File: config.mk
export PLATFORM = sky130hd
export DESIGN_NAME = i2c_host_regs
export DESIGN_NICKNAME = d
export VERILOG_FILES = /design/src/rtl/i2ch_pkg.sv /design/src/rtl/i2ch_decode.sv /design/src/rtl/i2ch_rdmux.sv /design/src/rtl/i2c_host_regs.sv
export SDC_FILE = /design/constraint.sdc
export NUM_CORES = 1
export LEC_CHECK = 0
export BUFFER_PORTS_ARGS = -buffer_cell sky130_fd_sc_hd__clkbuf_2
export CORE_MARGIN = 2
export CORE_UTILIZATION = 45
export CTS_CLUSTER_DIAMETER = 30
export DETAILED_ROUTE_END_ITERATION = 6
export MAX_ROUTING_LAYER = met4
export SETUP_SLACK_MARGIN = 0.2
export SLEW_MARGIN = 15
export SYNTH_ARGS = -nofsm -noshare
export SYNTH_HDL_FRONTEND = slang
export SYNTH_HIERARCHICAL = 1
export SYNTH_SLANG_ARGS = --single-unit
File: constraint.sdc
create_clock -name clk -period 6.5 [get_ports clk]
set_clock_uncertainty 0.2 [all_clocks]
set_input_delay 0.975 -clock clk [delete_from_list [all_inputs] [get_ports clk]]
set_output_delay 0.975 -clock clk [all_outputs]
set_load 0.1 [all_outputs]
File: src/rtl/i2ch_pkg.sv
package i2ch_pkg;

    localparam int AW     = 5;
    localparam int RW     = 8;
    localparam int NREG   = 16;
    localparam int TAW    = 7;
    localparam int PENDW  = 2;
    localparam int IXW    = $clog2(NREG);

    // control bits
    localparam int CT_GO  = 0;
    localparam int CT_RD  = 1;
    localparam int CT_PLO = 4;
    // status bits
    localparam int ST_XFER = 0;
    localparam int ST_ERR  = 2;
    localparam int ST_BUSY = 5;
    // extended status / extended control bits
    localparam int XS_FAIL = 0;
    localparam int XC_SRST = 0;

    localparam logic [RW-1:0] STS_W1C   = 8'h0A;
    localparam logic [RW-1:0] XST_W1C   = 8'h8F;
    localparam logic [RW-1:0] MODE_MASK = 8'hDF;
    localparam logic [RW-1:0] XCNT_MASK = 8'h77;
    localparam logic [RW-1:0] DCTL_MASK = 8'h07;
    localparam logic [RW-1:0] XST_RST   = 8'h8F;
    localparam logic [RW-1:0] DCTL_RST  = 8'h0F;
    localparam logic [RW-1:0] IDLE_BYTE = 8'hFF;

    typedef enum logic [IXW-1:0] {
        RX_MDAT, RX_SDAT, RX_MADR_LO, RX_MADR_HI, RX_CTRL, RX_MODE,
        RX_STAT, RX_XSTAT, RX_SADR_LO, RX_SADR_HI, RX_CDIV, RX_IMASK,
        RX_XCNT, RX_XCTL, RX_DCTL, RX_INTR
    } rix_t;

    // byte offset of each register; the first two sit on even offsets
    function automatic logic [AW-1:0] rix_offset(input int i);
        return (i < 2) ? AW'(2 * i) : AW'(i + 2);
    endfunction

    typedef struct packed {
        logic [RW-1:0] mdat;
        logic [RW-1:0] sdat;
        logic [RW-1:0] madr_lo;
        logic [RW-1:0] madr_hi;
        logic [RW-1:0] ctrl;
        logic [RW-1:0] mode;
        logic [RW-1:0] stat;
        logic [RW-1:0] xstat;
        logic [RW-1:0] sadr_lo;
        logic [RW-1:0] sadr_hi;
        logic [RW-1:0] cdiv;
        logic [RW-1:0] imask;
        logic [RW-1:0] xcnt;
        logic [RW-1:0] xctl;
        logic [RW-1:0] dctl;
        logic [RW-1:0] intr;
    } regs_t;

    typedef enum logic [2:0] {
        SQ_IDLE, SQ_WSTART, SQ_WSEND, SQ_CSTART, SQ_RECV, SQ_RRESTART
    } seq_t;

    typedef struct packed {
        regs_t         r;
        seq_t          sq;
        logic          bus;
        logic [RW-1:0] rxb;
        logic          p_start;
        logic          p_rd;
        logic          p_send;
        logic          p_recv;
        logic          p_end;
    } core_t;

    function automatic regs_t regs_reset();
        regs_t v;
        v       = '0;
        v.xstat = XST_RST;
        v.dctl  = DCTL_RST;
        return v;
    endfunction

    function automatic core_t core_reset();
        core_t c;
        c    = '0;
        c.r  = regs_reset();
        c.sq = SQ_IDLE;
        return c;
    endfunction

endpackage

File: src/rtl/i2ch_decode.sv
module i2ch_decode
    import i2ch_pkg::*;
(
    input  logic [AW-1:0] addr,
    output logic          hit,
    output rix_t          idx
);
    logic [NREG-1:0] match;

    generate
        for (genvar g = 0; g < NREG; g++) begin : g_match
            assign match[g] = (addr == rix_offset(g));
        end
    endgenerate

    always_comb begin
        hit = |match;
        idx = RX_MDAT;
        for (int i = 0; i < NREG; i++) begin
            if (match[i]) idx = rix_t'(i[IXW-1:0]);
        end
    end
endmodule

File: src/rtl/i2ch_rdmux.sv
module i2ch_rdmux
    import i2ch_pkg::*;
(
    input  regs_t         r,
    input  logic          hit,
    input  rix_t          idx,
    output logic [RW-1:0] rdata
);
    always_comb begin
        rdata = '0;
        if (hit) begin
            case (idx)
                RX_MDAT:    rdata = IDLE_BYTE;
                RX_SDAT:    rdata = r.sdat;
                RX_MADR_LO: rdata = r.madr_lo;
                RX_MADR_HI: rdata = r.madr_hi;
                RX_CTRL:    rdata = r.ctrl;
                RX_MODE:    rdata = r.mode;
                RX_STAT:    rdata = r.stat;
                RX_XSTAT:   rdata = r.xstat;
                RX_SADR_LO: rdata = r.sadr_lo;
                RX_SADR_HI: rdata = r.sadr_hi;
                RX_CDIV:    rdata = r.cdiv;
                RX_IMASK:   rdata = r.imask;
                RX_XCNT:    rdata = r.xcnt;
                RX_XCTL:    rdata = r.xctl;
                RX_DCTL:    rdata = r.dctl;
                RX_INTR:    rdata = r.intr;
                default:    rdata = '0;
            endcase
        end
    end
endmodule

File: src/rtl/i2c_host_regs.sv
module i2c_host_regs
    import i2ch_pkg::*;
(
    input  logic           clk,
    input  logic           rst_n,
    input  logic           host_req,
    input  logic           host_we,
    input  logic [AW-1:0]  host_addr,
    input  logic [RW-1:0]  host_wdata,
    output logic           host_ready,
    output logic [RW-1:0]  host_rdata,
    output logic           eng_start,
    output logic           eng_read,
    output logic [TAW-1:0] eng_taddr,
    output logic           eng_send,
    output logic [RW-1:0]  eng_txbyte,
    output logic           eng_recv,
    output logic           eng_end,
    input  logic           eng_rsp,
    input  logic           eng_nack,
    input  logic [RW-1:0]  eng_rxbyte
);
    core_t d, q;
    logic          hit;
    rix_t          idx;
    logic [RW-1:0] mux_rdata;
    logic [RW-1:0] got_byte;
    logic [PENDW-1:0] pend;

    i2ch_decode u_dec (
        .addr (host_addr),
        .hit  (hit),
        .idx  (idx)
    );

    i2ch_rdmux u_mux (
        .r     (q.r),
        .hit   (hit),
        .idx   (idx),
        .rdata (mux_rdata)
    );

    assign got_byte = eng_nack ? IDLE_BYTE : eng_rxbyte;
    assign pend     = q.r.ctrl[CT_PLO +: PENDW];

    always_comb begin
        d          = q;
        d.p_start  = 1'b0;
        d.p_rd     = 1'b0;
        d.p_send   = 1'b0;
        d.p_recv   = 1'b0;
        d.p_end    = 1'b0;
        host_ready = 1'b0;
        host_rdata = '0;

        case (q.sq)
            SQ_IDLE: begin
                if (host_req && host_we) begin
                    host_ready = 1'b1;
                    if (hit) begin
                        case (idx)
                            RX_MDAT: begin
                                d.r.mdat   = host_wdata;
                                host_ready = 1'b0;
                                if (!q.bus) begin
                                    d.p_start = 1'b1;
                                    d.sq      = SQ_WSTART;
                                end else begin
                                    d.p_send  = 1'b1;
                                    d.sq      = SQ_WSEND;
                                end
                            end
                            RX_MADR_LO: begin
                                d.r.madr_lo = host_wdata;
                                if (q.bus) begin
                                    d.p_end = 1'b1;
                                    d.bus   = 1'b0;
                                end
                            end
                            RX_CTRL: begin
                                d.r.ctrl = host_wdata;
                                if (host_wdata[CT_GO]) begin
                                    if (host_wdata[CT_RD]) begin
                                        if (q.bus) begin
                                            d.r.stat[ST_XFER] = 1'b0;
                                            d.p_end           = 1'b1;
                                            d.bus             = 1'b0;
                                        end
                                        d.p_start  = 1'b1;
                                        d.p_rd     = 1'b1;
                                        d.sq       = SQ_CSTART;
                                        host_ready = 1'b0;
                                    end else begin
                                        d.r.stat[ST_XFER] = 1'b0;
                                    end
                                end
                            end
                            RX_SDAT:    d.r.sdat    = host_wdata;
                            RX_MADR_HI: d.r.madr_hi = host_wdata;
                            RX_MODE:    d.r.mode    = host_wdata & MODE_MASK;
                            RX_STAT:    d.r.stat    = q.r.stat & ~(host_wdata & STS_W1C);
                            RX_XSTAT:   d.r.xstat   = q.r.xstat & ~(host_wdata & XST_W1C);
                            RX_SADR_LO: d.r.sadr_lo = host_wdata;
                            RX_SADR_HI: d.r.sadr_hi = host_wdata;
                            RX_CDIV:    d.r.cdiv    = host_wdata;
                            RX_IMASK:   d.r.imask   = host_wdata;
                            RX_XCNT:    d.r.xcnt    = host_wdata & XCNT_MASK;
                            RX_XCTL: begin
                                if (host_wdata[XC_SRST]) d.r = regs_reset();
                                else                     d.r.xctl = host_wdata;
                            end
                            RX_DCTL:    d.r.dctl    = host_wdata & DCTL_MASK;
                            RX_INTR:    d.r.intr    = host_wdata;
                            default: ;
                        endcase
                    end
                end else if (host_req) begin
                    if (hit && idx == RX_MDAT && q.r.stat[ST_BUSY]) begin
                        d.p_recv = 1'b1;
                        d.sq     = SQ_RECV;
                    end else begin
                        host_ready = 1'b1;
                        host_rdata = mux_rdata;
                    end
                end
            end

            SQ_WSTART: begin
                if (eng_rsp) begin
                    if (eng_nack) begin
                        d.r.stat[ST_XFER]  = 1'b0;
                        d.r.stat[ST_ERR]   = 1'b1;
                        d.r.xstat[XS_FAIL] = 1'b1;
                        d.sq               = SQ_IDLE;
                        host_ready         = 1'b1;
                    end else begin
                        d.r.stat[ST_XFER]  = 1'b1;
                        d.r.stat[ST_ERR]   = 1'b0;
                        d.r.xstat          = '0;
                        d.bus              = 1'b1;
                        d.p_send           = 1'b1;
                        d.sq               = SQ_WSEND;
                    end
                end
            end

            SQ_WSEND: begin
                if (eng_rsp) begin
                    host_ready = 1'b1;
                    d.sq       = SQ_IDLE;
                    if (eng_nack) begin
                        d.r.stat[ST_XFER]  = 1'b0;
                        d.r.stat[ST_ERR]   = 1'b1;
                        d.r.xstat[XS_FAIL] = 1'b1;
                        d.p_end            = 1'b1;
                        d.bus              = 1'b0;
                    end
                end
            end

            SQ_CSTART, SQ_RRESTART: begin
                if (eng_rsp) begin
                    host_ready = 1'b1;
                    host_rdata = (q.sq == SQ_RRESTART) ? q.rxb : '0;
                    d.sq       = SQ_IDLE;
                    if (eng_nack) begin
                        d.r.stat[ST_XFER]  = 1'b0;
                        d.r.stat[ST_ERR]   = 1'b1;
                        d.r.xstat[XS_FAIL] = 1'b1;
                    end else begin
                        d.r.stat[ST_BUSY]  = 1'b1;
                        d.r.stat[ST_ERR]   = 1'b0;
                        d.r.xstat          = '0;
                        d.bus              = 1'b1;
                    end
                end
            end

            SQ_RECV: begin
                if (eng_rsp) begin
                    d.r.ctrl[CT_PLO +: PENDW] = pend - PENDW'(1);
                    if (pend == '0) begin
                        d.r.stat[ST_BUSY] = 1'b0;
                        host_ready        = 1'b1;
                        host_rdata        = got_byte;
                        d.sq              = SQ_IDLE;
                    end else begin
                        d.rxb     = got_byte;
                        d.p_end   = 1'b1;
                        d.bus     = 1'b0;
                        d.p_start = 1'b1;
                        d.p_rd    = 1'b1;
                        d.sq      = SQ_RRESTART;
                    end
                end
            end

            default: d.sq = SQ_IDLE;
        endcase
    end

    always_ff @(posedge clk or negedge rst_n) begin
        if (!rst_n) q <= core_reset();
        else        q <= d;
    end

    assign eng_start  = q.p_start;
    assign eng_read   = q.p_rd;
    assign eng_send   = q.p_send;
    assign eng_recv   = q.p_recv;
    assign eng_end    = q.p_end;
    assign eng_taddr  = q.r.madr_lo[RW-1:1];
    assign eng_txbyte = q.r.mdat;

    AST_ONE_REQ: assert property (@(posedge clk) disable iff (!rst_n)
        $onehot0({eng_start, eng_send, eng_recv})) else $error("one request");

    AST_RECV_PULSE: assert property (@(posedge clk) disable iff (!rst_n)
        eng_recv |=> !eng_recv) else $error("recv pulse");

    AST_SEND_OPEN: assert property (@(posedge clk) disable iff (!rst_n)
        eng_send |-> q.bus) else $error("send without open transfer");

    AST_IDLE_RD_FF: assert property (@(posedge clk) disable iff (!rst_n)
        (q.sq == SQ_IDLE && host_req && !host_we && host_addr == rix_offset(RX_MDAT)
         && !q.r.stat[ST_BUSY]) |-> (host_ready && host_rdata == IDLE_BYTE))
        else $error("idle data read");

    AST_STS_W1C: assert property (@(posedge clk) disable iff (!rst_n)
        (q.sq == SQ_IDLE && host_req && host_we && host_addr == rix_offset(RX_STAT))
        |=> ((q.r.stat & $past(host_wdata & STS_W1C)) == '0)) else $error("status clear");

    AST_MADR_END: assert property (@(posedge clk) disable iff (!rst_n)
        (q.sq == SQ_IDLE && host_req && host_we && host_addr == rix_offset(RX_MADR_LO) && q.bus)
        |=> eng_end) else $error("address write end");

    AST_NACK_ERR: assert property (@(posedge clk) disable iff (!rst_n)
        (q.sq == SQ_WSTART && eng_rsp && eng_nack)
        |=> (q.r.stat[ST_ERR] && q.r.xstat[XS_FAIL] && !q.r.stat[ST_XFER])) else $error("refusal flags");

    AST_SRST: assert property (@(posedge clk) disable iff (!rst_n)
        (q.sq == SQ_IDLE && host_req && host_we && host_addr == rix_offset(RX_XCTL) && host_wdata[XC_SRST])
        |=> (q.r.xstat == XST_RST && q.r.dctl == DCTL_RST && q.r.xctl == '0)) else $error("soft reset");
endmodule

# Yosys cells after proc, flatten, opt, wreduce, memory -nomap -nowiden
# Cells that the tools add are included.
op_classes:
  n_mux: 128
  n_mul: 0
  reduce_logical: 55
  addsub: 1
  bitwise: 5
  n_div: 0
  n_eq_ne: 62
  magnitude_cmp: 0
  shift: 0
op_table:
  columns: ["operator", "n"]
  rows:
  - ["$pmux W8 S2", 14]
  - ["$pmux W8 S16", 1]
  - ["$mux W104", 1]
  - ["$mux W98", 1]
  - ["$mux W94", 1]
  - ["$mux W8", 11]
  - ["$reduce_and A5 Y1", 14]
  - ["$mux W4", 13]
  - ["$mux W1", 43]
  - ["$eq A5 B4 Y1 const B", 8]
  - ["$eq A4 B4 Y1 const B", 8]
  - ["$mux W3", 10]
  - ["$reduce_bool A2 Y1", 15]
  - ["$pmux W8 S3", 1]
  - ["$ne A2 B2 Y1 const B", 11]
  - ["$pmux W7 S3", 1]
  - ["$eq A5 B3 Y1 const B", 4]
  - ["$reduce_and A10 Y1", 2]
  - ["$mux W9", 2]
  - ["$ne A3 B3 Y1 const B", 6]
  - ["$reduce_and A9 Y1", 2]
  - ["$and A8 B8 Y8", 2]
  - ["$eq A4 B3 Y1 const B", 4]
  - ["$mux W16", 1]
  - ["other kinds (45)", 75]
totals:
  in_bits: 27
  reg_bits: 145
  ramBits: 0
  latch_bits: 0
  romBits: 0
  output_inout_bits: 29
  wordCells: 280
  memories: 0

# Logic depth before layout (Yosys ltp)
depth:
  depth_word: 23
  depth_mapped: 12
  mapped_depth_nobuf: 9

# Cells and area by module
# Netlist, hierarchy kept.
by_module_without_submodules:
  columns: ["mod", "instances", "cells_each", "area_per_inst_um2", "seq_area_each_um2"]
  rows:
  - ["i2c_host_regs", 1, 608, 6108.4, 3364.5]
  - ["i2ch_rdmux", 1, 174, 1273.7, 0.0]
  - ["i2ch_decode", 1, 16, 101.3, 0.0]

# Least setup slack after synthesis
# Ideal clock, no wire load.
synth_timing:
  path_kind: "input to output"
  start: "input port host_addr[0]"
  end: "output port host_ready"
  path_slack_ns: 0.714
  cell_stages: 9
  t_arrival_ns: 4.611
  n_path_buf: 1
  path_cell_list: "nor4b_2 -> a21oi_1 -> o22ai_1 -> buf_1 -> nor2_1 -> and3_1 -> o21ai_0 -> a21oi_1 -> o21ai_0"
synth_between:
  elab_chain_len: 23
  word_cells_on_any_way: 42
  classes_between: "16 x eq/ne; 21 x mux; 5 x reduce/logical"
synth_lines:
  columns: ["item", "line", "text"]
  rows:
  - ["start, declared", "i2c_host_regs.sv:8", "input logic [AW-1:0] host_addr,"]
  - ["$eq A5 B2 Y1", "i2ch_decode.sv:12", "assign match[g] = (addr == rix_offset(g));"]
  - ["$mux W1", "i2ch_decode.sv:20", "if (match[i]) idx = rix_t'(i[IXW-1:0]);"]
  - ["$mux W2 (2 in a row)", "i2ch_decode.sv:20", null]
  - ["$mux W3 (4 in a row)", "i2ch_decode.sv:20", null]
  - ["$mux W4 (7 in a row)", "i2ch_decode.sv:20", null]
  - ["$mux W4 *", "i2ch_decode.sv:20", null]
  - ["named net idx[0]", "i2c_host_regs.sv:25", "rix_t idx;"]
  - ["$logic_not A4 Y1", "i2c_host_regs.sv:61, i2c_host_regs.sv:118", null]
  - ["$logic_and A1 B1 Y1 (2 in a row)", "i2c_host_regs.sv:118", "if (hit && idx == RX_MDAT && q.r.stat[ST_BUSY]) begin"]
  - ["$mux W1", "i2c_host_regs.sv:118", null]
  - ["$mux W1", "i2c_host_regs.sv:117", "end else if (host_req) begin"]
  - ["$mux W1 *", "i2c_host_regs.sv:58", "if (host_req && host_we) begin"]
  - ["$pmux W1 S4 *", "i2c_host_regs.sv:56", "case (q.sq)"]
  - ["end, declared", "i2c_host_regs.sv:10", "output logic host_ready,"]
# The timed path passes the listed nets; every way through them passes the cells marked *.

# Worst setup path after layout
layout_timing:
  start: "input port host_addr[1]"
  end: "output port host_rdata[3]"
layout_between:
  word_cells_on_any_way: 56
  classes_between: "30 x eq/ne; 21 x mux; 5 x reduce/logical"
layout_rtl:
  columns: ["item", "line", "text"]
  rows:
  - ["$eq A5 B3 Y1", "i2ch_decode.sv:12", null]
  - ["$mux W3 (4 in a row)", "i2ch_decode.sv:20", null]
  - ["$mux W4 (7 in a row)", "i2ch_decode.sv:20", null]
  - ["$mux W4 *", "i2ch_decode.sv:20", null]
  - ["named net idx[2]", "i2c_host_regs.sv:25", null]
  - ["$eq A4 B4 Y1 (tied with other cells)", "i2ch_rdmux.sv:12", "case (idx)"]
  - ["$pmux W8 S16 *", "i2ch_rdmux.sv:12", null]
  - ["$mux W8 *", "i2ch_rdmux.sv:11", "if (hit) begin"]
  - ["named net mux_rdata[3]", "i2c_host_regs.sv:26", "logic [RW-1:0] mux_rdata;"]
  - ["$mux W8 *", "i2c_host_regs.sv:118", null]
  - ["$mux W8 *", "i2c_host_regs.sv:117", null]
  - ["$mux W8 *", "i2c_host_regs.sv:58", null]
  - ["$pmux W8 S3 *", "i2c_host_regs.sv:56", null]
  - ["end, declared", "i2c_host_regs.sv:11", "output logic [RW-1:0] host_rdata,"]
# Marked as above.

==> run metrics <==
largest net degree at the start of global routing=78; Syn Inst Count=798; Post-synth EDFFs=0; Post-synth ARST share=100%; Min Hold Slack=0.278 ns; CP Data Arrival Time=4.28 ns; latest clock arrival within the worst-skew pair=0.43 ns; Worst setup SP type=primary input; synthesized area=7480 sq um; post-cts gate resize count=0; H-Tree Depth=4; total clock buffers created by CTS=17; Final ANT Viol Nets=0; count of max-cap constraint violations=0; Sw Ratio=41.2%; Synth Area in Simple Gates=18.1%; Clk Tree Root Cell=clkbuf_16; CTS max path bufs=2; number of I/O port buffers=55; most numerous cell in the Yosys netlist=dfrtp_1; top post-synthesis cells by area=dfrtp_1 42%, mux2_2 7.8%, o21ai_0 6.2%; GR Layer Usage met2=41.5%; layout cells sized above 1=20.7%; wire per inst=21.5 um; number of synthesis warnings=6; WS Path Type=in2out; die area=17,700 sq um; DP HPWL=16,400 um; Seq cells post-synth=134; GRT Residual Overflow=0; synth cell count leaders=125 x dfrtp_1, 123 x nand2_1, 93 x o21ai_0; Synth Flop Type=dfrtp_1; unrepaired setup endpoints after global routing=no; CTS tree=done; Fin. Hold Viols=0; die height=133 um; largest family of logic cells by synthesized area=compound AO/OA/AOI/OAI gates; Pint=2.04 mW; Slew Limit Fails=0; Tmin final=5.45 ns; area fraction of the dominant cell type after synthesis=41.8%; post-CTS setup buffers=0; GRT busiest layer=met2; Worst-Margin Slew=1.14 ns; Inserted Diodes=0; Synth Area in Compound Gates=20.5%; Final setup viols=0; met1 usage=37.4%; total track usage=27.4%; mux cell area share after synthesis=9.91%; Slew HR=23.8%; IO Count=56; endpoint class of the critical path=primary output; Starting Density=45.6%; NumNets Final=854; setup TNS=0 ns; Die W=133 um; Unique masters post-synth=80; Hold Path Class=reg2reg; vias in the first global route=6,097; sw power=1.43 mW; vias post-DR=6,303; CTS sink count=134; clock share of power=30.0%; WL final=22,800 um; Final period util=83.9%; fin util=51.5%; core area=16,400 sq um; Pre-antenna DRT Iters=6; FP Rows=47; number of hold buffers added after CTS=0; GPL Wtd Cong=0.952; Max Freq=183 MHz; Yosys top cell by area=dfrtp_1; Worst VDD drop=278 uV; Pleak=3.75 nW; DR vias/cell=5.95; register share of total power=35.0%; initial antenna violation count=0; Synth Area in Adders=0.167%; status=finished, final reports clean; first-pass GRT wire length=35,800 um; sequential cell area fraction in the yosys report=45.0%; XOR/XNOR share of the synthesized area=0.468%; DRT iter0 DRCs=576; synthesized area per cell=9.38 sq um; CP Max Fanout=26; Synth-to-Final Area Change=12.9%; Power Total=3.46 mW; Clock Pin Slew Worst Setup and Hold Paths=0.06 ns; met3 GRT Util=6.21%; Post-route DRC=0; total power per unit cell area=410 nW/um^2; Critical Path RT=5.32 ns; Combinational Power Share=34.9%
## cell usage in the layout, fill, tap and decap left out, types with 4 or more instances in the layout
cell / n
nor2b_1: 11
dfrtp_1: 125
and3_1: 11
nand3b_1: 5
a31oi_1: 5
a222oi_1: 4
nor2_1: 48
bufinv_16: 4
a21boi_0: 5
and3b_1: 5
o21a_1: 4
o221ai_1: 5
a21o_1: 8
o21ai_0: 91
nand3_1: 14
conb_1: 11
o31ai_1: 4
o22ai_1: 4
nor3_1: 8
clkbuf_2: 54
dfstp_2: 9
a221o_1: 5
a21oi_1: 40
mux2i_1: 10
and2_1: 8
nand2_1: 123
a22oi_1: 11
o31a_1: 6
o211ai_1: 4
buf_4: 6
mux2_2: 52
a22o_1: 8
nand2b_1: 14
clkbuf_16: 17
inv_1: 13
## layer usage
layer,part of all wire [%],vias to the layer above
met5,0,-
met4,1.8,0
met3,6.0,29
met2,47,253
met1,45,3100
li1,-,2921
## critical path: stages
cell      delay [ns]
clkbuf_2        0.14
nor3b_1         0.25
a21oi_1         0.08
o21ai_2         0.87
nor2b_1         0.43
a21oi_1         0.13
o32a_1          0.29
a41oi_1         0.39
nand2_1         0.10
o21ai_0         0.12
clkbuf_2        0.48
## metrics by stage
| step | cell area [sq um] | worst slack, ns | std cells |
|---|---|---|---|
| after global routing | 8450 | 0.771 | 1059 |
| final | 8450 | 1.05 | 1059 |
| after CTS | 8450 | 1.12 | 1059 |
| after floorplan | 7520 | 0.714 | 808 |
| after global placement | 7820 | 1.21 | 1027 |
| after detailed placement | 7820 | 1.13 | 1027 |
## worst paths after layout
| check | slack (ns) | start | end | cells after the start |
|---|---|---|---|---|
| max in group asynchronous | 4.40 | rst_n | q[104] | 2 |
| worst max-delay path | 1.05 | host_addr[1] | host_rdata[3] | 11 |
| min in group asynchronous | 0.31 | rst_n | q[21] | 1 |
| worst min-delay path | 0.28 | q[46] | q[46] | 2 |
| worst max register to register | 3.26 | q[16] | eng_taddr[6] | 4 |
| worst min register to register | 0.28 | q[46] | q[46] | 2 |
## power by group through the flow
stage               sequential [mW]  clock [mW]  combinational [mW]
global placement               1.21           0                1.19
floorplan                      1.17           0                1.03
global route                   1.24        1.09                1.29
CTS                            1.21        1.05                1.21
finish                         1.21        1.04                1.21
detailed placement             1.22           0                1.20
## layout make-up
cell class | count | area [sq um]
flip-flops and latches | 134 | 3360
clock buffers | 20 | 457
fillers | 1536 | 7960
well taps | 220 | 275
inverters | 14 | 52.6
multi-input cells | 596 | 3760
clock inverters | 12 | 175
repair buffers | 63 | 367
## sequential cells by signal, indices dropped and copies added (netlist names)
| name | count |
|---|---|
| eng_end | 1 |
| eng_read | 1 |
| eng_recv | 1 |
| eng_send | 1 |
| eng_start | 1 |
| eng_taddr | 7 |
| eng_txbyte | 8 |
| pend | 2 |
| q | 112 |
## logic make-up (layout without fill, tap and decap cells)
kind of cell / after synthesis / count (layout)
fa+ha+maj: 1 / 1
buf+inv: 78 / 109
mux: 66 / 66
simple gates: 274 / 274
other cells: 1 / 11
flops: 134 / 134
compound gates: 240 / 240
xor+xnor: 4 / 4
Note: power is estimated with default switching activity, not from simulation.
